<file path="config.mk">
export PLATFORM = sky130hd
export DESIGN_NAME = phy_cfg_port
export DESIGN_NICKNAME = d
export VERILOG_FILES = /design/src/rtl/phy_cfg_port.sv
export SDC_FILE = /design/constraint.sdc
export NUM_CORES = 1
export LEC_CHECK = 0
export CORE_ASPECT_RATIO = 0.5
export CORE_MARGIN = 2
export CORE_UTILIZATION = 38
export DETAILED_ROUTE_END_ITERATION = 10
export GPL_TIMING_DRIVEN = 1
export PLACE_DENSITY = 0.62
export SLEW_MARGIN = 25
export SYNTH_ARGS = -nofsm -noshare
export SYNTH_HDL_FRONTEND = slang
export SYNTH_SLANG_ARGS = --single-unit
export TNS_END_PERCENT = 10
</file>
<file path="constraint.sdc">
create_clock -name clk -period 3.8 [get_ports clk]
set_input_delay 0.76 -clock clk [delete_from_list [all_inputs] [get_ports clk]]
set_output_delay 0.76 -clock clk [all_outputs]
set_load 0.01 [all_outputs]
</file>
<file path="src/rtl/phy_cfg_port.sv">
module phy_cfg_port #(
  parameter int ACK_LAT = 2
) (
  input  logic        clk,
  input  logic        rst_n,
  input  logic        cw_we,
  input  logic [31:0] cw_wdata,
  output logic [31:0] cw_rdata,
  input  logic [5:0]  dly_sel,
  output logic [7:0]  dly_val
);
  localparam int AW    = 6;
  localparam int DW    = 8;
  localparam int DEPTH = 1 << AW;
  localparam int CNT_W = (ACK_LAT > 1) ? $clog2(ACK_LAT) : 1;
  localparam logic [CNT_W-1:0] LAST = CNT_W'(ACK_LAT - 1);

  logic [AW-1:0]    addr_q;
  logic [DW-1:0]    wd_q, rd_q;
  logic             wr_q, rq_q, ack_q;
  logic [CNT_W-1:0] cnt_q;
  logic [DW-1:0]    bank [DEPTH];

  wire req  = wr_q | rq_q;
  wire fire = req & ~ack_q & (cnt_q == LAST);

  always_ff @(posedge clk or negedge rst_n) begin
    if (!rst_n) begin
      addr_q <= '0;
      wd_q   <= '0;
      wr_q   <= 1'b0;
      rq_q   <= 1'b0;
    end else if (cw_we) begin
      addr_q <= cw_wdata[5:0];
      wd_q   <= cw_wdata[15:8];
      wr_q   <= cw_wdata[24];
      rq_q   <= cw_wdata[25];
    end
  end

  always_ff @(posedge clk or negedge rst_n) begin
    if (!rst_n) begin
      ack_q <= 1'b0;
      cnt_q <= '0;
    end else if (ack_q) begin
      if (!req) ack_q <= 1'b0;
    end else if (!req) begin
      cnt_q <= '0;
    end else if (fire) begin
      ack_q <= 1'b1;
      cnt_q <= '0;
    end else begin
      cnt_q <= cnt_q + 1'b1;
    end
  end

  always_ff @(posedge clk or negedge rst_n) begin
    if (!rst_n) rd_q <= '0;
    else if (fire && !wr_q) rd_q <= bank[addr_q];
  end

  always_ff @(posedge clk or negedge rst_n) begin
    if (!rst_n) begin
      for (int i = 0; i < DEPTH; i++) bank[i] <= '0;
    end else if (fire && wr_q) begin
      bank[addr_q] <= wd_q;
    end
  end

  assign cw_rdata = {5'b0, ack_q, rq_q, wr_q, rd_q, wd_q, 2'b0, addr_q};
  assign dly_val  = bank[dly_sel];
endmodule

</file>
==> results.py, run 1 <==
metrics = {
    "setup_path": {
        "slowest_stage": "mux4_2",
        "crit_type": "in -> out",
        "critical_path_arrival_ps": 3010,
        "r2r_end": "bank[32]$_DFFE_PN0P_",
        "slowest_delay_ps": 540,
        "cpMostUsedCell": "mux4_2",
        "cp.required_ps": 3040,
        "critical_path.cell_chain": "buf_16 > buf_12 > buf_4 > mux4_2 > mux4_2 > a22oi_2 > o21ai_1 > dlygate4sd2_1",
        "path_buf_inv": 4,
        "rrSetupSlack_ps": 440,
        "critPathTopFamily": "multiplexers",
        "crit_fanout": 10,
        "worstSetupStartpointType": "input pin",
        "end_kind": "primary output",
        "r2r_start": "addr_q[1]$_DFFE_PN0P_",
        "ff2ff_path_depth": 5,
    },
    "route": {
        "finalWirelength_microns": 94900,
        "routedWlPerCell_microns": 29.3,
        "drc_errors": 0,
        "dr_total_vias": 20100,
        "ant_nets": 0,
        "detail_route.vias_per_cell": 6.21,
        "firstDrtPassIters": 6,
        "drt_iter0_markers": 2179,
    },
    "placement": {
        "hpwlAfterDp_microns": 63500,
        "io_buffers": 57,
        "gp_congestion": 0.911,
    },
    "floorplanning": {
        "dieArea_sq_um": 78000,
        "coreArea_sq_um": 75100,
        "rows": 71,
        "die_x_microns": 393,
        "initial_core_util_pct": 38.3,
        "die_height_microns": 199,
        "io_pins": 81,
    },
    "cts": {
        "cts.htree.levels": 2,
        "cts_hold_buffers": 0,
        "cts_root_buf": "clkbuf_16",
        "cts_num_sinks": 538,
        "clk_path_buf_depth": 3,
        "clk_pin_slew_ps": 60,
        "clk_latency_ps": 630,
        "cts_buffers": 53,
        "cts_tree": "built",
    },
    "global_route": {
        "grt_pass1_wl_microns": 140000,
        "grt.total_usage_pct": 24.6,
        "grt_pass1_vias": 19800,
        "gr-total-overflow": 0,
        "grt_max_degree": 111,
        "antenna_found_initial": 0,
    },
    "logic_synthesis": {
        "syn-instance-count": 2013,
        "synth-edff-count": 0,
        "synth_top_cell_area_share_pct": 46.8,
        "async_flop_share_pct": 100,
        "synth_largest_area_cell": "dfrtp_1",
        "ys_seq_area_share_pct": 46.8,
        "synth-main-ff-cell": "dfrtp_1",
        "synth_cell_types": 66,
        "yosys_warnings": 0,
        "yosys-top-cells-area": "dfrtp_1, mux2_2, mux4_2, mux2i_1, clkbuf_1",
        "yosys_register_bits": 538,
        "syn-cell-area_sq_um": 28800,
        "syn_area_per_cell_sq_um": 14.3,
    },
    "sta": {
        "timing.final.hold_violations": 0,
        "finalCriticalPeriod_ps": 3770,
        "skew_ps": 16.9,
        "tightest_slew_ps": 1110,
        "max_slew_margin_pct": 26.1,
        "rsz0062_at_grt": "no",
        "fmax_mhz": 265,
        "setup_violations": 0,
        "fin_crit_sh_pct": 99.2,
        "slew_viol_final": 0,
        "fin_tns_setup_ps": 0,
    },
    "finish": {
        "utilization_pct": 44.9,
        "multi_input_area_sq_um": 14500,
        "nFillCells": 6688,
        "nNetsFinal": 2218,
        "regArea_sq_um": 13500,
        "drive_gt1_share_pct": 51.1,
        "syn2layout_area_growth_pct": 17.2,
        "antenna_cells": 0,
    },
    "pwr": {
        "p_comb_share_pct": 19.9,
        "switching_share_pct": 28.8,
        "worst_ir_drop_vdd_uv": 346,
        "p_clk_share_pct": 35.1,
        "p_leak_uw": 0.0151,
        "power.switching_uw": 4520,
        "seq_power_share_pct": 45.0,
        "p_per_area_nw_per_um2": 465,
        "p_int_uw": 11100,
    },
    "worst_hold_path": {
        "hp-class": "in -> async",
    },
    "flow_run": {
        "drv_cap": 0,
    },
    "run_status": {
        "outcome": "finished clean",
    },
}
==> final cells by class <==
type	instances	share of cell area, %
Clock inverter	15	0.531
Multi-Input combinational cell	1301	43.0
Clock buffer	84	4.73
Tap cell	1022	3.80
Timing Repair Buffer	279	7.87
Inverter	4	0.0446
Sequential cell	538	40.0
==> cell usage in the layout, fill, tap and decap left out, types with 6 or more instances in the layout <==
cell,netlist,final
a221o_1,7,7
dlygate4sd2_1,0,8
dfrtp_1,538,527
buf_12,0,23
o21ai_0,40,40
a22oi_1,35,32
clkbuf_16,0,55
mux2_2,539,539
nor2b_1,12,8
a31oi_1,6,6
o22ai_1,25,24
nor3_1,15,15
mux2_1,20,20
mux2i_1,61,60
nand3_1,13,13
a22o_1,17,17
nor2_1,47,46
clkbuf_8,0,11
a21oi_1,33,33
clkdlybuf4s50_1,0,43
buf_16,0,7
clkinv_2,0,10
buf_4,18,191
clkbuf_1,96,18
nand2_1,61,61
a221oi_1,30,30
mux4_2,207,207
conb_1,1,7
dfrtp_2,0,8
nor2_2,47,48
==> worst reg2reg max path, stage by stage (launching register included) <==
cell and delay (ps):
dfrtp_4 980, and2_1 860, nand2_1 220, buf_4 230, nor2_2 530, mux2_2 410
==> cells in the mapped netlist, drive strengths merged, types with 2 or more instances <==
master   instances
and3             5
clkbuf          96
or3              3
or2              2
inv              4
nor3            15
a31oi            6
a221oi          31
o22ai           25
nor2b           12
mux4           207
o31ai            3
mux2           559
a311oi           2
o2111ai          2
a21oi           34
or3b             2
nor2            94
mux2i           61
a32o             2
a22o            17
nand3           13
a211oi           5
o32a             5
a221o            7
a32oi            3
nand4            2
nand3b           3
dfrtp          538
o21ai           43
o221ai           2
a222oi           3
o2bb2ai          5
nand2           64
buf             80
and2             5
a22oi           35
nor3b            4
==> state kept, by name (all words and copies together), names as in the netlist <==
name    flops
bank      512
rq_q        1
wr_q        1
addr_q      6
rd_q        8
ack_q       1
wd_q        8
cnt_q       1
==> worst max path at each step <==
stage / startpoint / end / slack [ps] / cells past startpoint
final: dly_sel[0] / dly_val[0] / 30 / 8
after floorplan: dly_sel[0] / dly_val[3] / 520 / 8
after global routing: dly_sel[0] / dly_val[5] / 4 / 9
after global placement: dly_sel[0] / dly_val[0] / -260 / 7
after detailed placement: dly_sel[0] / dly_val[2] / -240 / 7
after CTS: dly_sel[0] / dly_val[2] / 80 / 8
==> metrics by stage <==
stage	std cells	power, uW	setup WS [ps]	hold WS [ps]	area (sq um)
final	3243	15700	30.3	124	33700
after detailed placement	3135	10200	-238	498	31700
after global routing	3243	16200	3.85	169	33700
after floorplan	2019	8820	518	464	28800
after global placement	3135	10100	-257	498	31700
after CTS	3241	15700	77.4	139	33700
==> power groups by stage <==
stage	Combinational (uW)	Clock [uW]	Sequential [uW]
floorplan	1930	0	6890
global placement	3000	0	7100
detailed placement	3050	0	7130
CTS	3080	5550	7030
global route	3270	5790	7130
finish	3120	5500	7050
==> routing by layer <==
metal  share of wire [%]  wire [microns]  track usage [%]
met1                  43           41200             35.6
met2                  44           42000             36.8
met3                 8.7            8230             4.95
met4                 3.5            3340             8.02
met5               0.058              55            0.439
==> cell families (layout without fill, tap and decap cells) <==
kind of cell,count (synthesis),in the layout,synth area share (%)
DFF,538,538,46.8
AOI/OAI and AO/OA,237,237,5.85
and+or+nand+nor,230,230,4.09
muxes,827,827,40.2
other,1,7,0.0130
buffers and inverters,180,382,2.99
==> what timing repair did <==
action	4_1_cts	5_1_grt
setup buffers	4	2
gates resized for setup	25	0
cloned	3	0
pin swaps	2	0
setup endpoints to repair	8	1
Note: power is estimated with default switching activity, not from simulation.
==> run 2: changes to the inputs <==
--- a/config.mk
+++ b/config.mk
@@ -10,6 +10,7 @@
 export CORE_UTILIZATION = 38
 export DETAILED_ROUTE_END_ITERATION = 10
 export GPL_TIMING_DRIVEN = 1
+export HOLD_SLACK_MARGIN = 0.02
 export PLACE_DENSITY = 0.62
 export SLEW_MARGIN = 25
 export SYNTH_ARGS = -nofsm -noshare
==> results of run 2 <==
Final layout, timing and power as in run 1 (identical DEF).
